`src/rtl/mcs_pkg.sv`:
```
package mcs_pkg;
  localparam int DW    = 16;
  localparam int OPW   = 4;
  localparam int AW    = DW - OPW - 1;
  localparam int NCYC  = 4;
  localparam int BEATS = 4;

  localparam int C_FET = 0;
  localparam int C_IND = 1;
  localparam int C_EXE = 2;
  localparam int C_INT = 3;

  localparam logic [OPW-1:0] OP_NOP   = 4'h0;
  localparam logic [OPW-1:0] OP_LOAD  = 4'h1;
  localparam logic [OPW-1:0] OP_ADD   = 4'h2;
  localparam logic [OPW-1:0] OP_STORE = 4'h3;
  localparam logic [OPW-1:0] OP_JMP   = 4'h4;
  localparam logic [OPW-1:0] OP_EI    = 4'h5;
  localparam logic [OPW-1:0] OP_RETI  = 4'h6;
endpackage

```
`src/rtl/mcs_decode.sv`:
```
module mcs_decode #(
  parameter int DW  = mcs_pkg::DW,
  parameter int OPW = mcs_pkg::OPW,
  parameter int AW  = mcs_pkg::AW
) (
  input  logic [DW-1:0] iw,
  output logic          need_ind,
  output logic          need_exe,
  output logic          is_load,
  output logic          is_add,
  output logic          is_store,
  output logic          is_jmp,
  output logic          is_ei,
  output logic          is_reti
);
  import mcs_pkg::*;

  logic [OPW-1:0] opc;
  logic           ind_bit;
  logic           uses_addr;
  logic [AW-1:0]  unused_addr;

  assign opc         = iw[DW-1 -: OPW];
  assign ind_bit     = iw[AW];
  assign unused_addr = iw[AW-1:0];

  always_comb begin
    is_load  = (opc == OP_LOAD);
    is_add   = (opc == OP_ADD);
    is_store = (opc == OP_STORE);
    is_jmp   = (opc == OP_JMP);
    is_ei    = (opc == OP_EI);
    is_reti  = (opc == OP_RETI);
  end

  // address-using opcodes may take the indirect path; RETI needs execute
  assign uses_addr = is_load | is_add | is_store | is_jmp;
  assign need_ind  = uses_addr & ind_bit;
  assign need_exe  = uses_addr | is_reti;
endmodule

```
`src/rtl/mcs_timing.sv`:
```
module mcs_timing #(
  parameter int NCYC  = mcs_pkg::NCYC,
  parameter int BEATS = mcs_pkg::BEATS,
  localparam int BW   = $clog2(BEATS)
) (
  input  logic            clk,
  input  logic            rst_n,
  input  logic            need_ind,
  input  logic            need_exe,
  input  logic            take_int,
  output logic [NCYC-1:0] flags,
  output logic [BW-1:0]   beat,
  output logic            step_done
);
  import mcs_pkg::*;

  localparam logic [BW-1:0] LAST = BW'(BEATS - 1);

  logic            last;
  logic            end_insn;
  logic [NCYC-1:0] nxt;

  assign last      = (beat == LAST);
  assign end_insn  = last & ((flags[C_FET] & ~need_ind & ~need_exe) | flags[C_EXE]);
  assign step_done = end_insn | (last & flags[C_INT]);

  always_ff @(posedge clk or negedge rst_n) begin
    if (!rst_n) beat <= '0;
    else        beat <= last ? '0 : beat + BW'(1);
  end

  always_comb begin
    nxt = '0;
    if (!last) begin
      nxt = flags;
    end else if (flags[C_FET]) begin
      if (need_ind)      nxt[C_IND] = 1'b1;
      else if (need_exe) nxt[C_EXE] = 1'b1;
      else if (take_int) nxt[C_INT] = 1'b1;
      else               nxt[C_FET] = 1'b1;
    end else if (flags[C_IND]) begin
      nxt[C_EXE] = 1'b1;
    end else if (flags[C_EXE]) begin
      if (take_int) nxt[C_INT] = 1'b1;
      else          nxt[C_FET] = 1'b1;
    end else begin
      nxt[C_FET] = 1'b1;
    end
  end

  for (genvar g = 0; g < NCYC; g++) begin : g_flag
    always_ff @(posedge clk or negedge rst_n) begin
      if (!rst_n) flags[g] <= (g == C_FET);
      else        flags[g] <= nxt[g];
    end
  end

  p_onehot_r7: assert property (@(posedge clk) disable iff (!rst_n)
    $countones(flags) == 1);

  p_cycle_span_r2: assert property (@(posedge clk) disable iff (!rst_n)
    (beat != LAST) |=> $stable(flags));

  p_ind_then_exe_r3: assert property (@(posedge clk) disable iff (!rst_n)
    (flags[C_IND] && last) |=> flags[C_EXE]);
endmodule

```
`src/rtl/mcs_datapath.sv`:
```
module mcs_datapath #(
  parameter int DW    = mcs_pkg::DW,
  parameter int AW    = mcs_pkg::AW,
  parameter int NCYC  = mcs_pkg::NCYC,
  parameter int BEATS = mcs_pkg::BEATS,
  localparam int BW   = $clog2(BEATS),
  localparam int SPW  = AW + 1
) (
  input  logic            clk,
  input  logic            rst_n,
  input  logic [NCYC-1:0] flags,
  input  logic [BW-1:0]   beat,
  input  logic            is_load,
  input  logic            is_add,
  input  logic            is_store,
  input  logic            is_jmp,
  input  logic            is_ei,
  input  logic            is_reti,
  input  logic [DW-1:0]   mem_rdata,
  input  logic            irq,
  input  logic [AW-1:0]   isr_addr,
  output logic [AW-1:0]   mar,
  output logic [DW-1:0]   mdr,
  output logic [DW-1:0]   ir,
  output logic [AW-1:0]   pc,
  output logic [DW-1:0]   ac,
  output logic [SPW-1:0]  sp,
  output logic            mem_rd,
  output logic            mem_wr,
  output logic            take_int
);
  import mcs_pkg::*;

  localparam logic [SPW-1:0] SP_RST = {1'b1, {AW{1'b0}}};
  localparam logic [BW-1:0]  B_ADR  = BW'(0);
  localparam logic [BW-1:0]  B_STB  = BW'(1);
  localparam logic [BW-1:0]  B_CAP  = BW'(2);
  localparam logic [BW-1:0]  B_XFR  = BW'(BEATS - 1);

  logic           ie;
  logic           rd_cyc;
  logic           wr_cyc;
  logic [SPW-1:0] sp_dec;
  logic [DW-1:0]  pc_ext;

  assign sp_dec = sp - SPW'(1);
  assign pc_ext = {{(DW-AW){1'b0}}, pc};

  assign rd_cyc = flags[C_FET] | flags[C_IND] | (flags[C_EXE] & (is_load | is_add | is_reti));
  assign wr_cyc = flags[C_INT] | (flags[C_EXE] & is_store);
  assign mem_rd = rd_cyc & (beat == B_STB);
  assign mem_wr = wr_cyc & (beat == B_STB);

  // enable as it stands after the ending instruction
  assign take_int = irq & (ie | (flags[C_FET] & is_ei) | (flags[C_EXE] & is_reti));

  always_ff @(posedge clk or negedge rst_n) begin
    if (!rst_n) begin
      pc  <= '0;
      ir  <= '0;
      ac  <= '0;
      sp  <= SP_RST;
      mar <= '0;
      mdr <= '0;
      ie  <= 1'b0;
    end else if (beat == B_ADR) begin
      if (flags[C_FET]) mar <= pc;
      if (flags[C_IND]) mar <= ir[AW-1:0];
      if (flags[C_EXE]) begin
        mar <= is_reti ? sp[AW-1:0] : ir[AW-1:0];
        if (is_store) mdr <= ac;
      end
      if (flags[C_INT]) begin
        sp  <= sp_dec;
        mar <= sp_dec[AW-1:0];
        mdr <= pc_ext;
      end
    end else if (beat == B_CAP) begin
      if (rd_cyc) mdr <= mem_rdata;
    end else if (beat == B_XFR) begin
      if (flags[C_FET]) begin
        ir <= mdr;
        pc <= pc + AW'(1);
        if (is_ei) ie <= 1'b1;
      end
      if (flags[C_IND]) ir[AW-1:0] <= mdr[AW-1:0];
      if (flags[C_EXE]) begin
        if (is_load) ac <= mdr;
        if (is_add)  ac <= ac + mdr;
        if (is_jmp)  pc <= ir[AW-1:0];
        if (is_reti) begin
          pc <= mdr[AW-1:0];
          sp <= sp + SPW'(1);
          ie <= 1'b1;
        end
      end
      if (flags[C_INT]) begin
        pc <= isr_addr;
        ie <= 1'b0;
      end
    end
  end

  p_strobe_excl_r12: assert property (@(posedge clk) disable iff (!rst_n)
    !(mem_rd && mem_wr));

  p_pc_inc_r2: assert property (@(posedge clk) disable iff (!rst_n)
    (flags[C_FET] && beat == B_XFR) |=> pc == $past(pc) + AW'(1));

  p_sp_dec_r9: assert property (@(posedge clk) disable iff (!rst_n)
    (flags[C_INT] && beat == B_ADR) |=> sp == $past(sp) - SPW'(1));

  p_push_r9: assert property (@(posedge clk) disable iff (!rst_n)
    (flags[C_INT] && beat == B_STB) |-> (mem_wr && mar == sp[AW-1:0] && mdr == pc_ext));

  p_ie_clear_r10: assert property (@(posedge clk) disable iff (!rst_n)
    (flags[C_INT] && beat == B_XFR) |=> !ie);
endmodule

```
`src/rtl/mcs_core.sv`:
```
module mcs_core #(
  parameter int DW    = mcs_pkg::DW,
  parameter int OPW   = mcs_pkg::OPW,
  parameter int NCYC  = mcs_pkg::NCYC,
  parameter int BEATS = mcs_pkg::BEATS,
  localparam int AW   = DW - OPW - 1,
  localparam int SPW  = AW + 1
) (
  input  logic            clk,
  input  logic            rst_n,
  output logic [AW-1:0]   mem_addr,
  output logic            mem_rd,
  output logic            mem_wr,
  output logic [DW-1:0]   mem_wdata,
  input  logic [DW-1:0]   mem_rdata,
  input  logic            irq,
  input  logic [AW-1:0]   isr_addr,
  output logic [NCYC-1:0] cyc_flags,
  output logic            step_done,
  output logic [AW-1:0]   pc_o,
  output logic [DW-1:0]   ac_o,
  output logic [SPW-1:0]  sp_o
);
  import mcs_pkg::*;

  localparam int BW = $clog2(BEATS);

  logic [NCYC-1:0] flags;
  logic [BW-1:0]   beat;
  logic [DW-1:0]   mdr, ir, iw;
  logic [AW-1:0]   mar;
  logic need_ind, need_exe, take_int;
  logic is_load, is_add, is_store, is_jmp, is_ei, is_reti;

  // during fetch the word is still in the data register
  assign iw = flags[C_FET] ? mdr : ir;

  mcs_decode #(.DW(DW), .OPW(OPW), .AW(AW)) u_dec (
    .iw(iw), .need_ind(need_ind), .need_exe(need_exe),
    .is_load(is_load), .is_add(is_add), .is_store(is_store),
    .is_jmp(is_jmp), .is_ei(is_ei), .is_reti(is_reti)
  );

  mcs_timing #(.NCYC(NCYC), .BEATS(BEATS)) u_tim (
    .clk(clk), .rst_n(rst_n), .need_ind(need_ind), .need_exe(need_exe),
    .take_int(take_int), .flags(flags), .beat(beat), .step_done(step_done)
  );

  mcs_datapath #(.DW(DW), .AW(AW), .NCYC(NCYC), .BEATS(BEATS)) u_dp (
    .clk(clk), .rst_n(rst_n), .flags(flags), .beat(beat),
    .is_load(is_load), .is_add(is_add), .is_store(is_store),
    .is_jmp(is_jmp), .is_ei(is_ei), .is_reti(is_reti),
    .mem_rdata(mem_rdata), .irq(irq), .isr_addr(isr_addr),
    .mar(mar), .mdr(mdr), .ir(ir), .pc(pc_o), .ac(ac_o), .sp(sp_o),
    .mem_rd(mem_rd), .mem_wr(mem_wr), .take_int(take_int)
  );

  assign mem_addr  = mar;
  assign mem_wdata = mdr;
  assign cyc_flags = flags;

  p_int_entry_r8: assert property (@(posedge clk) disable iff (!rst_n)
    $rose(flags[C_INT]) |-> $past(irq));
endmodule

```
`config.mk`:
```
export PLATFORM = sky130hd
export DESIGN_NAME = mcs_core
export DESIGN_NICKNAME = d
export VERILOG_FILES = /design/src/rtl/mcs_pkg.sv /design/src/rtl/mcs_decode.sv /design/src/rtl/mcs_timing.sv /design/src/rtl/mcs_datapath.sv /design/src/rtl/mcs_core.sv
export SDC_FILE = /design/constraint.sdc
export NUM_CORES = 1
export LEC_CHECK = 0
export BUFFER_PORTS_ARGS = -buffer_cell sky130_fd_sc_hd__buf_2
export CELL_PAD_IN_SITES_DETAIL_PLACEMENT = 0
export CELL_PAD_IN_SITES_GLOBAL_PLACEMENT = 1
export CORE_ASPECT_RATIO = 0.9
export CORE_MARGIN = 4
export CORE_UTILIZATION = 41
export DETAILED_ROUTE_END_ITERATION = 7
export PLACE_DENSITY_LB_ADDON = 0.12
export SLEW_MARGIN = 30
export SYNTH_ARGS = -nofsm -noshare
export SYNTH_HDL_FRONTEND = slang
export SYNTH_HIERARCHICAL = 1
export SYNTH_SLANG_ARGS = --single-unit
```
`constraint.sdc`:
```
create_clock -name clk -period 4 [get_ports clk]
set_clock_uncertainty 0.15 [all_clocks]
set_input_delay 0.8 -clock clk [delete_from_list [all_inputs] [get_ports clk]]
set_output_delay 0.8 -clock clk [all_outputs]
set_load 0.02 [all_outputs]
```
# --- Word-level counts from Yosys, hierarchy flattened ---
# Index checks and enable logic that the tools add are counted.
# W data, S select, Z words.
totals:
  word_cells: 122
  regBits: 89
  in_bits: 30
classes:
  add_sub_neg: 5
  n_eq_ne: 13
  n_bitwise: 28
  n_reduce_logical: 15
  muxes: 48
op_table:
  columns: ["operator", "count"]
  rows:
  - ["$mux W16", 9]
  - ["$mux W11", 11]
  - ["$mux W12", 6]
  - ["$mux W1", 19]
  - ["$add A16 B16 Y16", 1]
  - ["$reduce_bool A2 Y1", 7]
  - ["$add A12 B1 Y12 const B", 1]
  - ["$and A1 B1 Y1", 12]
  - ["$eq A4 B3 Y1 const B", 3]
  - ["$or A1 B1 Y1", 12]
  - ["$sub A12 B1 Y12 const B", 1]
  - ["$add A11 B1 Y11 const B", 1]
  - ["$reduce_and A5 Y1", 2]
  - ["$eq A4 B2 Y1 const B", 2]
  - ["$reduce_and A4 Y1", 2]
  - ["$mux W2", 3]
  - ["$ne A3 B3 Y1 const B", 2]
  - ["$eq A2 B2 Y1 const B", 2]
  - ["$eq A4 B1 Y1 const B", 1]
  - ["$not A1 Y1", 4]
  - ["$reduce_bool A4 Y1", 1]
  - ["$reduce_and A3 Y1", 1]
  - ["$add A2 B1 Y2 const B", 1]
  - ["$eq A2 B1 Y1 const B", 1]
  - ["other kinds (4)", 4]

# --- Longest topological paths before layout ---
# Gate-level depths: netlist of run 1.
depth:
  word_depth: 12
  mapped_depth: 13
  depth_no_buf: 9

# --- Hierarchy ---
# The synthesis of run 1 kept the hierarchy.
by_module_without_submodules:
  columns: ["module", "area_per_inst_um2", "cells_per_inst", "instances"]
  rows:
  - ["mcs_datapath", 5925.7, 678, 1]
  - ["mcs_timing", 285.3, 27, 1]
  - ["mcs_core", 249.0, 18, 1]
  - ["mcs_decode", 80.1, 14, 1]

# --- Least setup slack after synthesis of run 1 ---
# OpenSTA, ideal clock, no wires.
synth_path:
  path_kind: "register to output"
  startpoint: "register u_tim.flags[0]"
  endpoint: "output port mem_rd"
  stages_incl_launch_ff: 10
  slack_ns: 0.874
  t_required_ns: 3.050
  n_path_buf: 3
  t_arrival_ns: 2.176
  cell_sequence: "dfstp_2 > buf_6 > buf_12 > mux2_4 > nand2b_1 > nor3_1 > clkbuf_1 > o31ai_1 > nand2_1 > and2_1"
synth_via:
  elab_chain_cells: 7
  elab_cells_between_ends: 10
synth_lines:
  columns: ["item", "line_no", "text"]
  rows:
  - ["from (decl)", "mcs_timing.sv:11", "output logic [NCYC-1:0] flags,"]
  - ["from (signal, indexed assignment)", "mcs_timing.sv:53", "if (!rst_n) flags[g] <= (g == C_FET);"]
  - ["from (signal, indexed assignment)", "mcs_timing.sv:54", "else flags[g] <= nxt[g];"]
  - ["$mux W16", null, null]
  - ["net iw[12]", "mcs_core.sv:30", "logic [DW-1:0] mdr, ir, iw;"]
  - ["$eq A4 B2 Y1", "mcs_decode.sv:29", "is_add = (opc == OP_ADD);"]
  - ["net is_add", "mcs_core.sv:33", "logic is_load, is_add, is_store, is_jmp, is_ei, is_reti;"]
  - ["$or A1 B1 Y1 (2 in series)", "mcs_datapath.sv:49", "assign rd_cyc = flags[C_FET] | flags[C_IND] | (flags[C_EXE] & (is_load | is_add | is_reti));"]
  - ["$and A1 B1 Y1", "mcs_datapath.sv:49", null]
  - ["$or A1 B1 Y1", "mcs_datapath.sv:49", null]
  - ["$and A1 B1 Y1", "mcs_datapath.sv:51", "assign mem_rd = rd_cyc & (beat == B_STB);"]
  - ["to (decl)", "mcs_core.sv:12", "output logic mem_rd,"]
# The timed path passes the listed nets, and every way through them passes these cells. The select of a mux whose other input is x is not followed.

# --- Worst setup path in the final report of run 1 ---
layout_path:
  startpoint: "register u_tim.flags[0]"
  endpoint: "output port step_done"
layout_via:
  elab_chain_cells: 12
  elab_cells_between_ends: 18
layout_lines:
  columns: ["item", "line_no", "text"]
  rows:
  - ["$mux W16 (*)", null, null]
  - ["net iw[13]", "mcs_core.sv:30", null]
  - ["$eq A4 B1 Y1 / $eq A4 B2 Y1 (equally long branches)", "mcs_decode.sv:28, mcs_decode.sv:29", null]
  - ["$or A1 B1 Y1 (2 in series)", "mcs_decode.sv:37", "assign uses_addr = is_load | is_add | is_store | is_jmp;"]
  - ["$or A1 B1 Y1 (*)", "mcs_decode.sv:37", null]
  - ["$and A1 B1 Y1 (*)", "mcs_decode.sv:38", "assign need_ind = uses_addr & ind_bit;"]
  - ["net need_ind", "mcs_core.sv:32", "logic need_ind, need_exe, take_int;"]
  - ["$not A1 Y1 (*)", "mcs_timing.sv:24", "assign end_insn = last & ((flags[C_FET] & ~need_ind & ~need_exe) | flags[C_EXE]);"]
  - ["$and A1 B1 Y1 (*) (2 in series)", "mcs_timing.sv:24", null]
  - ["$or A1 B1 Y1 (*)", "mcs_timing.sv:24", null]
  - ["$and A1 B1 Y1 (*)", "mcs_timing.sv:24", null]
  - ["$or A1 B1 Y1 (*)", "mcs_timing.sv:25", "assign step_done = end_insn | (last & flags[C_INT]);"]
  - ["to (decl)", "mcs_core.sv:19", "output logic step_done,"]
# Mark *: on every way through the listed nets, which the timed path passes. The rest lies on a longest branch. The select of a mux whose other input is x is not followed.

==> results of run 1 <==
## power by group through the flow
stage	Combinational, µW	Sequential, µW	Clock, µW
2_1_floorplan	2160	2020	0
3_3_place_gp	3140	1960	0
3_5_place_dp	3180	1980	0
4_1_cts	3190	1960	967
5_1_grt	3540	2040	994
6_report	3190	1960	937
## per-stage QoR
step                      std cells  setup WS [ns]
after floorplan                 726          0.947
after global placement          993          0.872
after detailed placement        993          0.786
after CTS                      1009          0.535
after global routing           1009          0.356
final                          1009          0.554
## layer usage
metal,vias up,routed length [µm],track usage [%]
met2,148,8850,35.3
met1,2748,8870,30.0
met4,0,119,3.30
li1,2792,-,-
met5,-,0,0
met3,10,1080,4.86
## final timing paths
kind	slack, ns	endpoint	depth (start not counted)	startpoint
worst min register to register	0.32	u_dp/mar[9]	2	u_dp/mar[9]
worst max register to register	0.70	u_dp/sp[10]	10	u_tim/flags[0]
worst min-delay path	0.29	u_dp/pc[6]	1	rst_n
min in group clk	0.32	u_dp/mar[9]	2	u_dp/mar[9]
worst max-delay path	0.55	step_done	6	u_tim/flags[0]
max in group asynchronous	2.60	u_tim/flags[0]	2	rst_n
## critical path, cell delays in order, from the launching register on
cell and delay [ns]:
dfstp_2 0.69, mux2_2 0.42, nor3_1 0.23, and4bb_2 0.30, nor3b_4 0.21, o31a_2 0.14, buf_2 0.15
## placed cells by master (no fill, tap or decap), types with 12 or more instances in the layout
master / count
buf_2: 101
dfrtp_1: 86
a21oi_1: 71
nand2_1: 68
nor2_1: 58
o21ai_0: 54
mux2_2: 31
mux2i_1: 29
a211oi_1: 28
ha_1: 23
nor2b_1: 20
buf_4: 17
xor2_1: 16
xnor2_1: 16
nand3_1: 12
## registers in the layout, indices dropped and copies added, names as in the netlist
name         cells
u_dp/sp         12
u_dp/mar        11
u_dp/mdr        16
u_dp/pc         11
u_dp/ir         16
u_dp/ie          1
u_tim/beat       2
u_tim/flags      4
u_dp/ac         16
## layout make-up
type                       count  area (µm²)  area share [%]
sequential                    89        2230            30.3
inverter                      12        45.0           0.613
tap                          202         253            3.44
clock buffer                  14         264            3.59
timing repair buffer         118         633            8.61
multi-input combinational    572        3860            52.6
clock inverter                 2        60.1           0.817
==> impl_results.md, run 1 <==
- Router iterations before antenna repair: 5
- Clk Latency, worst-skew pair: 0.35 ns
- Status: finished clean
- Initial Util: a little over two fifths
- Arrival @ worst endpoint: 2.50 ns
- Switch share: between 40 and 50%
- Clock sink count: 89
- Sequential share of power: about 32%
- Hold-fix buffers, CTS: 0
- GR Util All Layers: 21.5%
- RSZ-0062 raised after global routing: no
- Setup Crit Path Kind: register to primary output
- Setup TNS Final: 0 ns
- Vias in the first global route: approximately 5700
- Clock Tree Buf Depth: 2
- Post-Syn Area per Cell: a little under 9 µm²
- Net count of the mapped netlist: 781
- # resized after CTS: 0
- Nets: 857
- Worst Setup End Kind: primary output
- Cts bufs inserted: 9
- Min Tclk post-route: 3.45 ns
- Die width: ~140 µm
- Vias per cell: roughly 5.6
- CTS root buf: clkbuf_16
- Max Fanout on Critical Path: 13
- Final worst path period share: 86.2%
- # fillers: between 1500 and 2000
- DP HPWL: between 10 and 15 mm
- CTS tree: done
- Detailed Route WL: 18.9 mm
- Pwr dens: 828 nW/µm²
- Core Util, Final: 47.9%
- Number of port buffers: 102
- Core box area: 15300 µm²
- Design area: about 7400 µm²
- Top-level port count: 103
- P_leak: 0.00317 µW
- Final setup fails: 0
- DRT antenna net count: 0
- Max Freq: 290 MHz
- Total of max-cap violations: 0
- DRC errors left: 0
- GRT Residual Overflow: 0
- Synthesis Warnings: 6
- Routability cong.: ~0.81
- Internal Power: 3210 µW
- 1st-iter DRT viols: 316
- First-pass GRT wire length: 30.8 mm
- Initial antenna violation count: 0
- Worst-margin pin slew: about 0.74 ns
- Logic pwr share: 52.4%
- Slew margin rel.: 50.4%
- Layout cells sized above 1: 24.5%
- Final hold vios: 0
- VDD IR max: 0.000343 V
- Reg clk slew, reported paths: 0.06 ns
- WP data required: between 3 and 4 ns
- Largest net degree at the start of global routing: 42
- Post-CTS Setup Bufs: 0
- Hold WC Path Type: primary input to asynchronous set/reset pin
- Drt wl/cell: 18.7 µm
- Rows: 43
- Cells after Synth: 726
- Clock power share: 15.4%
- Final hold slack: between 0.2 and 0.3 ns
- Total power: 6090 µW
- Chip height: approximately 130 µm
- Placed cell areas: 7030 µm²
- Cell area after synthesis: 6390 µm²
- Die Area: 17600 µm²
- Switching power: between 2000 and 3000 µW
- Vias: about 5700
- H-tree levels: 3
- # diodes: 0
- Syn-to-layout area delta: 15.0%
- Max Slew Vio Count: 0
- CP startpoint kind: register
(Power assumes the default switching activity.)
==> inputs of run 2 (changes only) <==
--- a/config.mk
+++ b/config.mk
@@ -10,7 +10,7 @@
 export CELL_PAD_IN_SITES_GLOBAL_PLACEMENT = 1
 export CORE_ASPECT_RATIO = 0.9
 export CORE_MARGIN = 4
-export CORE_UTILIZATION = 41
+export CORE_UTILIZATION = 40
 export DETAILED_ROUTE_END_ITERATION = 7
 export PLACE_DENSITY_LB_ADDON = 0.12
 export SLEW_MARGIN = 30
==> constraint.sdc (replaced) <==
create_clock -name clk -period 4 [get_ports clk]
set_clock_uncertainty 0.15 [all_clocks]
set_input_delay 0.8 -clock clk [delete_from_list [all_inputs] [get_ports clk]]
set_output_delay 0.8 -clock clk [all_outputs]
set_load 0.005 [all_outputs]
==> impl_results.md, run 2 (synthesis gave the netlist of run 1 again) <==
- Status: finished clean
- Final setup fails: 0
- Arrival @ worst endpoint: between 2 and 3 ns
- Reg clk slew, reported paths: 0.07 ns
- Nets: between 800 and 900
- Worst R2R End: u_dp/pc[10]
- Total of max-cap violations: 0
- Post-CTS Setup Bufs: 0
- Clock sink count: 89
- # diodes: 0
- DRT antenna net count: 0
- Max Slew Vio Count: 0
- Vias in the first global route: 5838
- Number of port buffers: 102
- Max Freq: 288 MHz
- Drt wl/cell: 19.4 µm
- Biggest regs: u_dp/ac x16, u_dp/ir x16, u_dp/mdr x16
- # resized after CTS: 0
- RR Startpoint: u_tim/flags[0]
- Placed cell areas: 7020 µm²
- Initial antenna violation count: 0
- Cts bufs inserted: 9
- Worst Setup End Kind: primary output
- Setup TNS Final: 0 ns
- Vias: around 6000
- Setup Crit Path Kind: register to primary output
- Design area: 7330 µm²
- Clk Latency, worst-skew pair: 0.36 ns
- Worst R2R Setup Slack: 0.90 ns
- Pre-CTS setup slack: about 0.90 ns
- Max Fanout on Critical Path: 14
- Die width: 141 µm
- Initial Util: 41.1%
- Vias per cell: 5.79
- Die Area: 18100 µm²
- Syn-to-layout area delta: 14.7%
- H-tree levels: 3
- CTS tree: done
- Setup ws final: 0.523 ns
- Crit path from: u_tim/flags[0]
- Hold WC Path Type: primary input to asynchronous set/reset pin
- First-pass GRT wire length: between 30 and 40 mm
- Layout cells sized above 1: 24.8%
- Final hold slack: about 0.33 ns
- GR Util All Layers: 22.1%
- VDD IR max: approximately 0.00034 V
- 1st-iter DRT viols: between 300 and 400
- Most frequent cells in the layout: buf_2, dfrtp_1, a21oi_1, nand2_1, nor2_1
- Min Tclk post-route: 3.48 ns
- CP startpoint kind: register
- Commonest non-fill, non-tap cell in the layout: buf_2
- Slew margin rel.: 51.0%
- CTS root buf: clkbuf_16
- Chip height: 128 µm
- DP HPWL: between 10 and 15 mm
- Detailed Route WL: roughly 20 mm
- Core box area: 15500 µm²
- DRC errors left: 0
- Pwr dens: a little under 800 nW/µm²
- Worst-margin pin slew: about 0.73 ns
- P_leak: 0.00316 µW
- GRT Residual Overflow: 0
- WP data required: 3.05 ns
- Largest net degree at the start of global routing: 51
- RSZ-0062 raised after global routing: no
- Router iterations before antenna repair: 5
- Top-level port count: 103
- R2R depth: 10
- Worst setup path endpoint: mem_rd
- Clock Tree Buf Depth: 2
- Routability cong.: 0.856
- Final hold vios: 0
- Final worst path period share: 86.9%
- Hold-fix buffers, CTS: 0
- Rows: 43
==> run 2: layout make-up <==
type                       count  area [µm²]
inverter                      12        45.0
sequential                    89        2230
tap                          202         253
timing repair buffer         117         626
clock buffer                  10         229
fill                        1545        8220
clock inverter                 6        82.6
multi-input combinational    572        3860
==> run 2: metal layers <==
metal  track usage [%]  part of all wire, %  vias to the layer above  wire [µm]
met2              36.1                   46                      157       9080
met3              4.44                  4.4                       23        867
li1                  -                    -                     2783          -
met5                 0                    0                        -          0
met1              30.1                   48                     2876       9290
met4              5.47                  1.6                        0        317
==> run 2: how the worst min path moves through the flow <==
stage	end	startpoint	cells past startpoint
6_report	u_dp/pc[5]	rst_n	1
3_5_place_dp	u_dp/mar[7]	u_dp/mar[7]	2
3_3_place_gp	u_dp/mar[8]	u_dp/mar[8]	2
5_1_grt	u_dp/mar[10]	u_dp/mar[10]	2
2_1_floorplan	u_dp/mar[0]	u_dp/mar[0]	2
4_1_cts	u_dp/mar[4]	u_dp/mar[4]	2
==> run 2: critical path, stage by stage (launching register included) <==
cell	delay [ns]
dfstp_2	0.70
mux2_2	0.43
nand2b_1	0.20
nor2_2	0.37
o31ai_1	0.15
nand2_1	0.09
and2_1	0.13
buf_2	0.11
==> run 2: stage by stage <==
step / total power (µW) / utilization, % / cells
floorplan: 3830 / - / 726
global placement: 4740 / 45.1 / 992
detailed placement: 4800 / 45.1 / 992
CTS: 5740 / 47.1 / 1008
global route: 6200 / 47.2 / 1008
finish: 5710 / 47.2 / 1008
==> run 2: power breakdown <==
| part | switching, µW | total [µW] | internal (µW) |
|---|---|---|---|
| logic | 1450 | 2780 | 1330 |
| clock network | 371 | 916 | 544 |
| registers | 743 | 2020 | 1280 |
| total | 2560 | 5710 | 3150 |
